## config.mk

```make
export PLATFORM = sky130hd
export DESIGN_NAME = fifo_ofs_port
export DESIGN_NICKNAME = d
export VERILOG_FILES = /design/src/rtl/ofs_pkg.sv /design/src/rtl/ofs_decode.sv /design/src/rtl/ofs_store.sv /design/src/rtl/ofs_readback.sv /design/src/rtl/fifo_ofs_port.sv
export SDC_FILE = /design/constraint.sdc
export NUM_CORES = 1
export LEC_CHECK = 0
export BUFFER_PORTS_ARGS = -buffer_cell sky130_fd_sc_hd__buf_2
export CAP_MARGIN = 10
export CORE_UTILIZATION = 45
export CTS_BUF_LIST = sky130_fd_sc_hd__clkbuf_16
export DETAILED_ROUTE_END_ITERATION = 6
export GPL_TIMING_DRIVEN = 0
export PLACE_DENSITY_LB_ADDON = 0.2
export SETUP_SLACK_MARGIN = 0.05
export SLEW_MARGIN = 15
export SYNTH_ARGS = -nofsm -noshare
export SYNTH_HDL_FRONTEND = slang
export SYNTH_SLANG_ARGS = --single-unit
```

## constraint.sdc

```tcl
create_clock -name clk -period 1.5 [get_ports clk]
set_input_delay 0.075 -clock clk [delete_from_list [all_inputs] [get_ports clk]]
set_output_delay 0.075 -clock clk [all_outputs]
set_load 0.03 [all_outputs]
```

## src/rtl/ofs_pkg.sv

```systemverilog
package ofs_pkg;
  typedef enum logic [1:0] {
    OP_IDLE = 2'd0,
    OP_PWR  = 2'd1,
    OP_PRD  = 2'd2,
    OP_SHF  = 2'd3
  } ofs_op_e;
endpackage

```

## src/rtl/ofs_decode.sv

```systemverilog
module ofs_decode
  import ofs_pkg::*;
(
  input  logic    clk,
  input  logic    rst,
  input  logic    cfg_n,
  input  logic    wr_n,
  input  logic    rd_n,
  input  logic    shift_n,
  output ofs_op_e op,
  output logic    mem_wr,
  output logic    mem_rd
);
  always_comb begin
    op = OP_IDLE;
    if (!cfg_n) begin
      case ({wr_n, rd_n, shift_n})
        3'b011:  op = OP_PWR;
        3'b101:  op = OP_PRD;
        3'b110:  op = OP_SHF;
        default: op = OP_IDLE;
      endcase
    end
  end

  always_ff @(posedge clk) begin
    if (rst) begin
      mem_wr <= 1'b0;
      mem_rd <= 1'b0;
    end else begin
      mem_wr <= cfg_n & ~wr_n;
      mem_rd <= cfg_n & ~rd_n;
    end
  end


  cfg_no_strobe_chk: assert property (@(posedge clk) disable iff (rst)
    (!cfg_n) |=> (!mem_wr && !mem_rd));
endmodule

```

## src/rtl/ofs_store.sv

```systemverilog
module ofs_store
  import ofs_pkg::*;
#(
  parameter int OFS_W = 12,
  parameter int BUS_W = 8,
  parameter logic [OFS_W-1:0] DEF_EMPTY = '0,
  parameter logic [OFS_W-1:0] DEF_FULL  = '0
) (
  input  logic             clk,
  input  logic             rst,
  input  logic             mode_i,
  input  ofs_op_e          op,
  input  logic [BUS_W-1:0] din,
  input  logic             ser_di,
  output logic [OFS_W-1:0] empty_q,
  output logic [OFS_W-1:0] full_q
);
  localparam int N_PART = (BUS_W >= OFS_W) ? 2 : 4;
  localparam int PAIR_W = 2 * OFS_W;

  logic [PAIR_W-1:0] pair, pair_wr;
  logic [1:0]        wptr;
  logic              ser_mode;

  assign empty_q = pair[OFS_W-1:0];
  assign full_q  = pair[PAIR_W-1:OFS_W];

  generate
    if (N_PART == 2) begin : g_wide
      always_comb begin
        if (wptr[0]) pair_wr = {din[OFS_W-1:0], pair[OFS_W-1:0]};
        else         pair_wr = {pair[PAIR_W-1:OFS_W], din[OFS_W-1:0]};
      end
    end else begin : g_narrow
      localparam int HI_W = OFS_W - BUS_W;
      logic [OFS_W-1:0] tgt, upd;
      always_comb begin
        tgt = wptr[1] ? full_q : empty_q;
        if (wptr[0]) upd = {din[HI_W-1:0], tgt[BUS_W-1:0]};
        else         upd = {tgt[OFS_W-1:BUS_W], din};
        pair_wr = wptr[1] ? {upd, empty_q} : {full_q, upd};
      end
    end
  endgenerate

  always_ff @(posedge clk) begin
    if (rst) begin
      pair     <= {DEF_FULL, DEF_EMPTY};
      wptr     <= 2'd0;
      ser_mode <= mode_i;
    end else begin
      case (op)
        OP_PWR: if (!ser_mode) begin
          pair <= pair_wr;
          wptr <= (wptr == 2'(N_PART - 1)) ? 2'd0 : wptr + 2'd1;
        end
        OP_SHF: if (ser_mode) pair <= {ser_di, pair[PAIR_W-1:1]};
        default: ;
      endcase
    end
  end


  reset_default_chk: assert property (@(posedge clk)
    rst |=> (empty_q == DEF_EMPTY && full_q == DEF_FULL && wptr == 2'd0));

  pwr_in_serial_chk: assert property (@(posedge clk) disable iff (rst)
    (op == OP_PWR && ser_mode) |=> ($stable(empty_q) && $stable(full_q)));

  idle_hold_chk: assert property (@(posedge clk) disable iff (rst)
    (op == OP_IDLE || op == OP_PRD) |=> ($stable(pair) && $stable(wptr)));

  wptr_wrap_chk: assert property (@(posedge clk) disable iff (rst)
    (op == OP_PWR && !ser_mode && wptr == 2'(N_PART - 1)) |=> (wptr == 2'd0));

  shift_top_chk: assert property (@(posedge clk) disable iff (rst)
    (op == OP_SHF && ser_mode) |=> (full_q[OFS_W-1] == $past(ser_di)));
endmodule

```

## src/rtl/ofs_readback.sv

```systemverilog
module ofs_readback
  import ofs_pkg::*;
#(
  parameter int OFS_W = 12,
  parameter int BUS_W = 8
) (
  input  logic             clk,
  input  logic             rst,
  input  ofs_op_e          op,
  input  logic [OFS_W-1:0] empty_q,
  input  logic [OFS_W-1:0] full_q,
  output logic [BUS_W-1:0] dout,
  output logic             dout_vld
);
  localparam int N_PART = (BUS_W >= OFS_W) ? 2 : 4;

  logic [1:0]       rptr;
  logic [OFS_W-1:0] src;
  logic [BUS_W-1:0] part;

  generate
    if (N_PART == 2) begin : g_wide
      always_comb begin
        src  = rptr[0] ? full_q : empty_q;
        part = BUS_W'(src);
      end
    end else begin : g_narrow
      always_comb begin
        src  = rptr[1] ? full_q : empty_q;
        part = rptr[0] ? BUS_W'(src >> BUS_W) : src[BUS_W-1:0];
      end
    end
  endgenerate

  always_ff @(posedge clk) begin
    if (rst) begin
      rptr     <= 2'd0;
      dout     <= '0;
      dout_vld <= 1'b0;
    end else begin
      dout_vld <= (op == OP_PRD);
      if (op == OP_PRD) begin
        dout <= part;
        rptr <= (rptr == 2'(N_PART - 1)) ? 2'd0 : rptr + 2'd1;
      end
    end
  end


  rd_valid_chk: assert property (@(posedge clk) disable iff (rst)
    (op == OP_PRD) |=> dout_vld);

  rd_hold_chk: assert property (@(posedge clk) disable iff (rst)
    (op != OP_PRD) |=> (!dout_vld && $stable(dout) && $stable(rptr)));
endmodule

```

## src/rtl/fifo_ofs_port.sv

```systemverilog
module fifo_ofs_port
  import ofs_pkg::*;
#(
  parameter int OFS_W = 12,
  parameter int BUS_W = 8,
  parameter logic [OFS_W-1:0] DEF_EMPTY = OFS_W'(127),
  parameter logic [OFS_W-1:0] DEF_FULL  = OFS_W'(127)
) (
  input  logic             clk,
  input  logic             rst,
  input  logic             mode_serial_i,
  input  logic             cfg_n_i,
  input  logic             wr_n_i,
  input  logic             rd_n_i,
  input  logic             shift_n_i,
  input  logic             ser_di_i,
  input  logic [BUS_W-1:0] bus_i,
  output logic [BUS_W-1:0] bus_o,
  output logic             bus_vld_o,
  output logic [OFS_W-1:0] empty_ofs_o,
  output logic [OFS_W-1:0] full_ofs_o,
  output logic             mem_wr_o,
  output logic             mem_rd_o
);
  ofs_op_e op;

  ofs_decode u_dec (
    .clk(clk), .rst(rst), .cfg_n(cfg_n_i), .wr_n(wr_n_i), .rd_n(rd_n_i),
    .shift_n(shift_n_i), .op(op), .mem_wr(mem_wr_o), .mem_rd(mem_rd_o)
  );

  ofs_store #(.OFS_W(OFS_W), .BUS_W(BUS_W), .DEF_EMPTY(DEF_EMPTY), .DEF_FULL(DEF_FULL)) u_store (
    .clk(clk), .rst(rst), .mode_i(mode_serial_i), .op(op), .din(bus_i),
    .ser_di(ser_di_i), .empty_q(empty_ofs_o), .full_q(full_ofs_o)
  );

  ofs_readback #(.OFS_W(OFS_W), .BUS_W(BUS_W)) u_rb (
    .clk(clk), .rst(rst), .op(op), .empty_q(empty_ofs_o), .full_q(full_ofs_o),
    .dout(bus_o), .dout_vld(bus_vld_o)
  );


  mem_wr_pass_chk: assert property (@(posedge clk) disable iff (rst)
    mem_wr_o |-> $past(cfg_n_i && !wr_n_i));

  mem_rd_pass_chk: assert property (@(posedge clk) disable iff (rst)
    (cfg_n_i && !rd_n_i) |=> mem_rd_o);

  mem_offsets_hold_chk: assert property (@(posedge clk) disable iff (rst)
    cfg_n_i |=> ($stable(empty_ofs_o) && $stable(full_ofs_o)));
endmodule

```

# ---- Word level (Yosys, flattened, before mapping)
# Cells that the tools add are included.
dict set report op_classes {
  n_addsub 2
  multipliers 0
  div 0
  order_cmp 0
  eq_ne 12
  n_shift 0
  mux 12
  bitwise 5
  reduce_logical 4
}
# op count
set op_table {}
lappend op_table {{$mux 24} 3}
lappend op_table {{$pmux 24 s2} 1}
lappend op_table {{$mux 12} 3}
lappend op_table {{$eq 2x2->1 const B} 4}
lappend op_table {{$mux 8} 1}
lappend op_table {{$reduce_and 4->1} 2}
lappend op_table {{$eq 3x3->1 const B} 2}
lappend op_table {{$mux 2} 3}
lappend op_table {{$pmux 2 s3} 1}
lappend op_table {{$add 2x1->2 const B} 2}
lappend op_table {{$ne 2x1->1 const B} 2}
lappend op_table {{$ne 2x2->1 const B} 2}
lappend op_table {{$eq 3x2->1 const B} 1}
lappend op_table {{$not 1->1} 3}
lappend op_table {{$and 1x1->1} 2}
lappend op_table {{$eq 2x1->1 const B} 1}
lappend op_table {{$reduce_and 2->1} 1}
lappend op_table {{$reduce_bool 2->1} 1}
dict set report word_totals {
  ff_bits 40
  latch_bits 0
  ram_bits 0
  rom_bits 0
  in_bits 16
  output_inout_bits 35
  elab_cells 44
  memories 0
}

# ---- Logic depth before layout (Yosys ltp)
# Gate-level depths: netlist of the first run.
dict set report depth {
  ltp_word 6
  ltp_mapped 6
  depth_no_buf 3
}

# ---- Cells and area by module
# A second synthesis of the first run with hierarchy kept.
dict set report hier_totals {
  hier_cells 230
  area_unflattened_um2 2248.4
}
# mod n_inst cells_per_inst area_per_inst_um2 seq_area_each_um2
set modules_own_cells {}
lappend modules_own_cells {ofs_store 1 173 1617.8 550.5}
lappend modules_own_cells {ofs_readback 1 48 544.3 220.2}
lappend modules_own_cells {ofs_decode 1 9 86.3 40.0}

# ---- Worst setup path before layout of the first run
# OpenSTA, ideal clock, no wires.
dict set report synth_timing {
  path_kind {register -> register}
  startpoint {register u_store.ser_mode}
  endpoint {register u_store.pair[10]}
  setup_ps 133
  t_arrival_ps 1397
  required_ps 1367
  path_slack_ps -30
  path_stages_with_launch 6
  n_path_buf 2
  period_less_slack_ps 1530
  path_cell_list {edfxtp_1 -> buf_2 -> or4b_1 -> a21oi_1 -> buf_4 -> a311oi_1}
}
dict set report synth_via {
  elab_chain_cells 2
  elab_cells_between_ends 3
  cone_classes {eq/ne: 2; reduce/logical: 1}
}
# item line
set synth_lines {}
lappend synth_lines {{from (decl)} ofs_store.sv:23} ;# logic ser_mode;
lappend synth_lines {{from (signal assigned)} ofs_store.sv:50} ;# ser_mode <= mode_i;
lappend synth_lines {{$ne 2x1->1 (no line) / $ne 2x2->1 (equally long branches)} n/a}
lappend synth_lines {{$reduce_and 4->1 (no line) (*)} n/a}
lappend synth_lines {{to (signal assigned)} ofs_store.sv:48} ;# pair <= {DEF_FULL, DEF_EMPTY};
lappend synth_lines {{to (signal assigned)} ofs_store.sv:54} ;# pair <= pair_wr;
lappend synth_lines {{to (signal assigned)} ofs_store.sv:57} ;# OP_SHF: if (ser_mode) pair <= {ser_di, pair[PAIR_W-1:1]};
lappend synth_lines {{to (decl)} ofs_store.sv:21} ;# logic [PAIR_W-1:0] pair, pair_wr;
# Every way passes the cells marked *; elsewhere a longest branch is shown, timed or not.
# A chain may end at the register's enable or synchronous reset.

# ---- Worst setup path after layout of the first run
dict set report layout_timing {
  startpoint {register u_store.ser_mode}
  endpoint {register u_store.pair[8]}
}
# Same word-level chain as after synthesis.

==> metrics.txt, run 1 <==
layout filler cell count=436; clock tree from TritonCTS=yes; count of final hold-check violations=0; share of the clock period used by the worst path after layout=109%; setup-violating endpoint count in the final report=19; number of detailed-routing iterations run before antenna repair=4; Unique masters post-synth=40; level count of the clock H-tree=2; via/cell ratio=between 6 and 7; cell leakage power=1.31 nW; top post-synthesis cells by count=dfxtp_1 (39), clkbuf_1 (19), inv_1 (16); portion of synthesized cell area occupied by the leading cell type=roughly a third; clock sink count=40; number of antenna diodes=0; most common cell in the netlist=dfxtp_1; failing checks=setup timing; number of pins exceeding their max-slew limit in the final report=0; drc violations=0; crit path time final=1.63 ns; total gr overflow=0; share of synthesized cell area in full adder, half adder and majority cells=1.02%; result of the run=finished, violations left; register clock-pin slew on the reported worst setup and hold paths=0.06 ns; number of nets in the finished design=~350; highest attainable clock frequency=0.612 GHz; number of nets still failing antenna checks after routing=0; number of buffers created by CTS=5; summed area of non-filler cells in the final layout=0.00328 mm2; number of flops mapped to enable cells by yosys=1; Top FF cell, synth=dfxtp_1; 1st-iter DRT viols=approximately 230; pin count of the biggest net entering global routing=14; endpoint arrival time on the critical path=between 1.5 and 2 ns; CTS root buffer=clkbuf_16; multiplexer fraction of the synthesized cell area=12.3%; minimum hold slack=0.0250 ns; placeable core region=between 0.005 and 0.006 mm2; most area-consuming cells after synthesis=dfxtp_1 (32%), o32a_1 (5.7%), a2111oi_0 (5.0%); maximum clock path buffer count=2; total via count after detailed routing=2588; path type of the worst min-delay path=input pin to register; post-synthesis cell area=approximately 0.0024 mm2; fin worst setup slack=-0.135 ns; net count after synthesis=285; mean post-synth cell area=between 9 and 10 um2; highest net fanout along the worst path=8; number of synthesized register bits=40; combinational family with the most area after synthesis=compound AO/OA/AOI/OAI gates; GP Congestion=~0.93; routed wire length=8220 um; required arrival time at the worst endpoint=around 1.7 ns; pwr dens=855 mW/mm2; Crit Path Class=register to register; dpl cells=between 300 and 400; count of buffers inserted at the top-level ports=50; clock latency of the later-clocked register in the worst-skew pair=0.29 ns; number of antenna violations at the first check in global routing=0; biggest area consumer among synthesized cells=dfxtp_1; slew at the pin closest to its max-slew limit=around 0.65 ns; worst clock skew=0.00403 ns; floorplan die width=75.7 um; RSZ-0062 raised after global routing=true; maximum vdd ir drop=0.000673 V; Avg WL per Cell=20.2 um; vias in the first global route=2367; Post-synth ARST share=0%; XOR/XNOR Fraction of Synth Area=0%; fraction of the core area covered by cells at the end of the flow=63.4%; Die ar.=about 0.0057 mm2; chip height=75.7 um; GRT Total Usage=~30%; synth-to-layout area growth=34.1%; number of placement rows=26; starting density of the core=47.3%; global-route wire length before repair=roughly 12000 um; Mapped Cells=around 270; Placement Cell Area=0.00280 mm2; IO Count=51; MaxCap Viol Count=0; share of cells above drive strength 1=37.7%; Simple-Gate Fraction of Synth Area=18.9%; overall power consumption=2.81 mW; headroom to the max-slew limit=56.7%; Yosys warning count=0; type of element capturing the critical path=register; proportion of synthesized chip area in sequential cells=between 30% and 40%; DPL Wire Length=5360 um; launching element type of the critical path=register; Cell Count, Final, Fillers Out=407; fraction of the mapped netlist area in compound gates=25.9%
[flip-flops by register name, summed over array words and instances (netlist names)]
| name | cells |
|---|---|
| u_store.ser_mode | 1 |
| u_dec.mem_wr | 1 |
| u_store.pair | 24 |
| u_store.wptr | 2 |
| u_rb.dout_vld | 1 |
| u_rb.dout | 8 |
| u_rb.rptr | 2 |
| u_dec.mem_rd | 1 |
[timing repair]
action,4_1_cts,5_1_grt
endpoints found under the hold margin,1,0
pin swaps,9,3
gates cloned,1,1
resized for setup,45,17
buffers inserted,4,6
setup endpoints to repair,34,30
hold buffers,1,0
[cell families after synthesis]
family | Yosys count
adder cells (fa/ha/maj) | 2
AO/OA/AOI/OAI | 76
flip-flops | 40
AND/OR/NAND/NOR | 76
multiplexers | 24
buffers and inverters | 49
[final timing paths]
| check | startpoint | end | slack, ns | depth (start not counted) |
|---|---|---|---|---|
| max | u_store.ser_mode | u_store.pair[8] | -0.13 | 5 |
| min | rd_n_i | u_dec.mem_rd | 0.02 | 2 |
| max reg2reg | u_store.ser_mode | u_store.pair[8] | -0.13 | 5 |
| min reg2reg | u_rb.dout[6] | u_rb.dout[6] | 0.45 | 2 |
[metrics by stage]
stage	setup TNS [ns]	setup slack [ns]
CTS	-1.07	-0.0987
detailed placement	-4.65	-0.300
global placement	-4.26	-0.274
global route	-3.02	-0.195
finish	-1.65	-0.135
floorplan	0	0.0274
[critical path, cell delays in order (launching register included)]
cell	delay [ns]
edfxtp_1	0.38
buf_6	0.15
or4b_4	0.51
a21oi_4	0.22
buf_6	0.16
a311oi_1	0.08
[area by class of cell]
type | instances | area [um2] | area share [%]
Multi-Input combinational cell | 178 | 1580 | 48.2
Sequential cell | 40 | 812 | 24.7
Timing Repair Buffer | 63 | 362 | 11.0
Buffer | 32 | 213 | 6.48
Clock buffer | 5 | 125 | 3.81
Tap cell | 70 | 87.6 | 2.67
Inverter | 16 | 60.1 | 1.83
Clock inverter | 3 | 41.3 | 1.26
[layer usage]
| layer | GRT usage [%] | wire length [um] | vias to the layer above |
|---|---|---|---|
| met4 | 11.3 | 179 | 0 |
| met2 | 46.6 | 3810 | 138 |
| met1 | 40.8 | 3540 | 1248 |
| met3 | 5.03 | 686 | 15 |
| li1 | - | - | 1187 |
| met5 | 0 | 0 | - |
[power by group]
group	switching [mW]	internal [mW]	leakage, nW
Clock	0.467	0.784	0.0841
Sequential	0.0281	1.10	0.327
Combinational	0.262	0.169	0.898
[cell usage in the layout, fill, tap and decap left out, types with 2 or more instances in the layout]
cell type / count
a2111oi_1: 2
buf_2: 54
dfxtp_1: 38
nor2b_1: 3
clkbuf_4: 2
nand4bb_1: 2
mux2_2: 9
nand2_1: 15
ha_1: 2
a2111oi_0: 5
o2111ai_1: 9
o21ai_0: 2
a21oi_1: 6
o32a_1: 14
a21oi_2: 2
buf_6: 9
clkbuf_16: 5
nand3_1: 9
a32o_1: 2
nor2_1: 15
mux2i_1: 11
a221oi_1: 8
inv_1: 16
nand3b_1: 15
a311oi_1: 7
clkbuf_1: 11
or3_1: 5
buf_4: 13
a2111oi_2: 6
o2111ai_2: 5
mux4_2: 4
clkbuf_2: 2
(Power assumes the default switching activity.)
==> run 2, diff against run 1 <==
- ABC_CLOCK_PERIOD_IN_PS: default -> 1500
- BUFFER_PORTS_ARGS: -buffer_cell sky130_fd_sc_hd__buf_2 -> default
- DONT_BUFFER_PORTS: default -> 1
==> run 2 against run 1 <==
Highest routed layer unchanged. The flow still finishes with violations (setup timing). Register-to-register slack about the same. Core utilization fell by 4.5 points. Worst setup slack better by 0.0016 ns.
==> metrics.txt, run 2 (same netlist as run 1, synthesis figures left out) <==
RSZ-0062 raised after global routing=true; count of cells along the worst register-to-register path=5 (unchanged); placeable core region=0.00517 mm2 (unchanged); DPL Wire Length=5270 um (-1.7%); count of final hold-check violations=0 (unchanged); Die ar.=0.00574 mm2 (unchanged); crit path time final=1.63 ns (-0.00162 ns); clock sink count=40 (unchanged); FF-to-FF setup slack=-0.13 ns (about the same); starting density of the core=47.3% (unchanged); number of nets still failing antenna checks after routing=0 (unchanged); result of the run=finished, violations left; drc violations=0 (unchanged); number of detailed-routing iterations run before antenna repair=5 (+1); cell leakage power=1.11 nW (-15%); routed wire length=8090 um (-1.5%); setup-violating endpoint count in the final report=13 (-6); number of antenna diodes=0 (unchanged); failing checks=setup timing; path type of the worst min-delay path=input pin to register; CP startpoint=u_store.ser_mode; maximum clock path buffer count=2 (unchanged); most numerous cell on the critical path=buf_6; GP Congestion=0.883 (-4.9%); synth-to-layout area growth=24.6%; critical hold path startpoint=rst; Largest register FFs=24 (unchanged); register containing the most flip-flops in the final layout=u_store.pair; minimum setup slack after placement=-0.291 ns (+0.00860 ns); highest-count cells in the layout ignoring fill and taps=dfxtp_1 (38), inv_1 (16), nor2_1 (15), nand2_1 (15), nand3b_1 (15); level count of the clock H-tree=2 (unchanged); maximum vdd ir drop=0.000467 V (-31%); number of pins exceeding their max-slew limit in the final report=0 (unchanged); vias in the first global route=2307 (-2.5%); Avg WL per Cell=22.8 um (+13%); critical path, cell by cell=buf_6, or4b_4, a21oi_4, buf_6, a311oi_1; fin worst setup slack=-0.133 ns (+0.00162 ns); leading cell type in the layout, fill and taps excluded=dfxtp_1; source of the worst register-to-register timing path=u_store.ser_mode; MaxCap Viol Count=0 (unchanged); clock tree from TritonCTS=yes; total gr overflow=0 (unchanged); Crit Path Class=register to register; CTS root buffer=clkbuf_16; number of buffers created by CTS=5 (unchanged); pwr dens=982 mW/mm2 (+15%); number of antenna violations at the first check in global routing=0 (unchanged); highest net fanout along the worst path=8 (unchanged); number of nets in the finished design=302 (-15%); IO Count=51 (unchanged); endpoint arrival time on the critical path=1.77 ns (about the same); pin count of the biggest net entering global routing=14 (unchanged); 1st-iter DRT viols=177 (-24%); clock latency of the later-clocked register in the worst-skew pair=0.28 ns (about the same); count of buffers inserted at the top-level ports=0 (-100%); launching element type of the critical path=register; via/cell ratio=6.85 (+7.8%); floorplan die width=75.7 um (unchanged); global-route wire length before repair=11900 um (-3.7%); type of element capturing the critical path=register; share of cells above drive strength 1=22.5% (-15 points); summed area of non-filler cells in the final layout=0.00305 mm2 (-7.1%); worst setup path endpoint=u_store.pair[7]; highest attainable clock frequency=0.612 GHz (about the same); largest incremental delay on the critical path=0.52 ns (about the same); Max stage delay cell, worst path=or4b_4; slew at the pin closest to its max-slew limit=0.740 ns (+0.0902 ns); Placement Cell Area=0.00255 mm2 (-8.9%); headroom to the max-slew limit=50.7% (-6.0 points); total via count after detailed routing=2433 (-6.0%); share of the clock period used by the worst path after layout=109% (about the same); GRT Total Usage=28.7% (-1.0 points); fraction of the core area covered by cells at the end of the flow=59.0% (-4.5 points); number of placement rows=26 (unchanged); registers with the most flip-flops=u_store.pair (24), u_rb.dout (8); required arrival time at the worst endpoint=1.64 ns (about the same); register clock-pin slew on the reported worst setup and hold paths=0.06 ns (about the same); chip height=75.7 um (unchanged); worst clock skew=0.00258 ns (-0.00145 ns); Worst R2R End=u_store.pair[7]
-- run 2: cell types whose count changed in the layout (fill, tap and decap cells not counted), sizes merged --
| cell | change |
|---|---|
| buf | -53 |
| clkbuf | -1 |
| clkinv | -1 |
| dlygate4sd3 | +4 |
| clkdlybuf4s15 | -1 |
| bufinv | +1 |
| inv | -1 |
-- run 2: worst min-delay path by stage --
stage / to / slack (ns) / cells after the start
5_1_grt: u_store.pair[11] / 0.06 / 2
3_5_place_dp: u_dec.mem_rd / 0.15 / 1
2_1_floorplan: u_dec.mem_rd / 0.15 / 1
3_3_place_gp: u_dec.mem_rd / 0.15 / 1
4_1_cts: u_store.pair[11] / 0.03 / 2
6_report: u_store.pair[11] / 0.05 / 2
-- run 2: metrics by stage --
stage | cells | power, mW | hold slack, ns | setup TNS (ns)
after global routing | 355 | 3.09 | 0.0628 | -2.23
after global placement | 337 | 1.45 | 0.148 | -4.44
after detailed placement | 337 | 1.45 | 0.151 | -4.78
final | 355 | 2.99 | 0.0484 | -1.29
after floorplan | 267 | 1.39 | 0.147 | 0
after CTS | 354 | 2.98 | 0.0343 | -1.08
-- run 2: worst max-delay path: cells and delay by family (launching register included) --
kind | cells | cell delay [ns]
AOI/OAI and AO/OA | 2 | 0.29
buffers and inverters | 2 | 0.30
DFF | 1 | 0.38
and+or+nand+nor | 1 | 0.52
-- run 2: where the power goes --
group | switching, mW | internal (mW)
clock network | 0.445 | 1.05
registers | 0.0818 | 1.10
logic | 0.182 | 0.136
total | 0.709 | 2.29
-- run 2: timing repair --
action,4_1_cts,5_1_grt
pin swaps,4,3
hold buffers,5,0
resized for setup,45,14
cloned,1,0
setup buffers,4,1
endpoints found under the setup margin,34,30
hold endpoints to repair,4,0
-- run 2: final cells by class --
| cell class | instances | area, um2 |
|---|---|---|
| buffer | 32 | 213 |
| clock buffer | 6 | 150 |
| clock inverter | 2 | 60.1 |
| fill | 449 | 2120 |
| inverter | 16 | 60.1 |
| multi-input combinational | 178 | 1570 |
| sequential | 40 | 812 |
| tap | 70 | 87.6 |
| timing repair buffer | 11 | 98.8 |
-- run 2: layer usage --
layer / up-vias / global-route usage [%] / wire (um)
met4: 0 / 11.9 / 157
met5: - / 0 / 0
met2: 146 / 45.3 / 3760
met3: 24 / 8.99 / 958
met1: 1176 / 36.1 / 3220
li1: 1087 / - / -
==> run 3, diff against run 2 <==
- CORE_MARGIN: default -> 3
- GPL_TIMING_DRIVEN: 0 -> 1
- SETUP_SLACK_MARGIN: 0.05 -> 0.5
==> run 3 against run 2 <==
The run ends with hold timing, setup timing left. Core utilization is 0.41 points lower. Hold slack got worse by 0.19 ns. Worst setup slack gained 0.081 ns. Critical path type unchanged. Highest routed layer unchanged.
==> metrics.txt, run 3 (same netlist as run 1, synthesis figures left out) <==
detailed-routed wire length on met3=586 um (-39%); number of antenna violations at the first check in global routing=0 (unchanged); count of final hold-check violations=36 (+36); synth-to-layout area growth=23.8%; level count of the clock H-tree=2 (unchanged); type of element capturing the critical path=register; total gr overflow=0 (unchanged); number of pins exceeding their max-slew limit in the final report=0 (unchanged); number of detailed-routing iterations run before antenna repair=5 (unchanged); top routing layer in use=met4; number of buffers created by CTS=5 (unchanged); chip height=79.7 um (+5.3%); Die ar.=0.00636 mm2 (+11%); Crit Path Class=register to register; number of nets in the finished design=308 (+2.0%); Largest register FFs=24 (unchanged); placeable core region=0.00517 mm2 (unchanged); met2 wire length=3470 um (-7.9%); global-route wire length before repair=11800 um (-1.2%); IO Count=51 (unchanged); share of cells above drive strength 1=30.6% (+8.1 points); required arrival time at the worst endpoint=1.71 ns (+0.07 ns); launching element type of the critical path=register; clock tree from TritonCTS=yes; routed length on met1=3120 um (-2.9%); dpl cells=344 (+2.1%); minimum setup slack after placement=-0.0478 ns (+0.243 ns); maximum clock path buffer count=2 (unchanged); fin worst setup slack=-0.0521 ns (+0.0812 ns); RSZ-0062 raised after global routing=true; number of placement rows=26 (unchanged); number of nets still failing antenna checks after routing=0 (unchanged); Setup Total Neg Slack=-0.242 ns (+1.05 ns); pwr dens=805 mW/mm2 (-18%); overall power consumption=2.44 mW (-19%); clock sink count=40 (unchanged); via/cell ratio=6.52 (-4.8%); MaxCap Viol Count=0 (unchanged); Avg WL per Cell=20.2 um (-11%); highest net fanout along the worst path=5 (-3); total via count after detailed routing=2355 (-3.2%); starting density of the core=47.3% (unchanged); vias in the first global route=2179 (-5.5%); cell leakage power=1.14 nW (+3.0%); clock latency of the later-clocked register in the worst-skew pair=0.28 ns (about the same); 1st-iter DRT viols=235 (+33%); minimum hold slack=-0.141 ns (-0.190 ns); leading cell type in the layout, fill and taps excluded=buf_4; GRT Total Usage=23.8% (-4.9 points); highest attainable clock frequency=0.644 GHz (+5.2%); pin count of the biggest net entering global routing=42 (+28); headroom to the max-slew limit=66.2% (+16 points); DPL Wire Length=4900 um (-7.0%); setup-violating endpoint count in the final report=12 (-1); floorplan die width=79.7 um (+5.3%); Cell Count, Final, Fillers Out=361 (+1.7%); failing checks=hold timing, setup timing; worst clock skew=0.00470 ns (+0.00212 ns); registers with the most flip-flops=u_store.pair (24), u_rb.dout (8); number of antenna diodes=0 (unchanged); result of the run=finished, violations left; share of the clock period used by the worst path after layout=103% (-5.4 points); crit path time final=1.55 ns (-0.0812 ns); routed wire length=7290 um (-9.9%); drc violations=0 (unchanged); highest-count cells in the layout ignoring fill and taps=buf_4 (35), dfxtp_1 (23), inv_1 (18); path type of the worst min-delay path=input pin to register; CTS root buffer=clkbuf_16; # hold bufs at CTS=4 (-1); slew at the pin closest to its max-slew limit=0.494 ns (-0.246 ns); register containing the most flip-flops in the final layout=u_store.pair; maximum vdd ir drop=0.000584 V (+25%); register clock-pin slew on the reported worst setup and hold paths=0.06 ns (about the same); GP Congestion=0.839 (-5.0%); count of buffers inserted at the top-level ports=0 (unchanged); endpoint arrival time on the critical path=1.76 ns (about the same)
-- run 3: worst max-delay path, cell delays in order (launching register included) --
cell	delay [ns]
edfxtp_1	0.45
buf_6	0.15
or3b_4	0.36
or4_1	0.39
a21oi_1	0.13
-- run 3: worst paths after layout --
path                                       start          endpoint  slack (ns)  cells past startpoint
worst max-delay path            u_store.ser_mode   u_store.wptr[0]       -0.05                      4
worst min-delay path                         rst      u_rb.rptr[0]       -0.14                      1
worst max register to register  u_store.ser_mode   u_store.wptr[0]       -0.05                      4
worst min register to register  u_store.pair[11]  u_store.pair[10]        0.51                      2
-- run 3: layout make-up --
cell class / instances / area, um2
fill: 448 / 2140
multi-input combinational: 178 / 1460
sequential: 40 / 848
timing repair buffer: 49 / 438
clock buffer: 5 / 125
tap: 70 / 87.6
inverter: 16 / 60.1
clock inverter: 3 / 11.3
-- run 3: through the flow --
stage,instance area [um2],utilization (%)
global placement,2740,52.9
detailed placement,2740,52.9
global route,3030,58.6
CTS,2990,57.8
floorplan,2500,-
finish,3030,58.6
-- run 3: repair_timing --
item,CTS,global route
setup endpoints to repair,37,41
gates resized for setup,17,13
pin swaps,8,7
hold endpoints to repair,39,36
setup buffers,4,1
-- run 3: per-layer routing --
layer,vias to the layer above,GRT usage [%]
li1,1098,-
met5,-,0
met4,0,5.57
met1,1132,33.0
met2,112,36.9
met3,13,6.21
-- run 3: power by group --
part | internal, mW | total, mW | switching (mW)
registers | 1.09 | 1.15 | 0.0589
logic | 0.145 | 0.295 | 0.149
clock network | 0.598 | 0.996 | 0.398
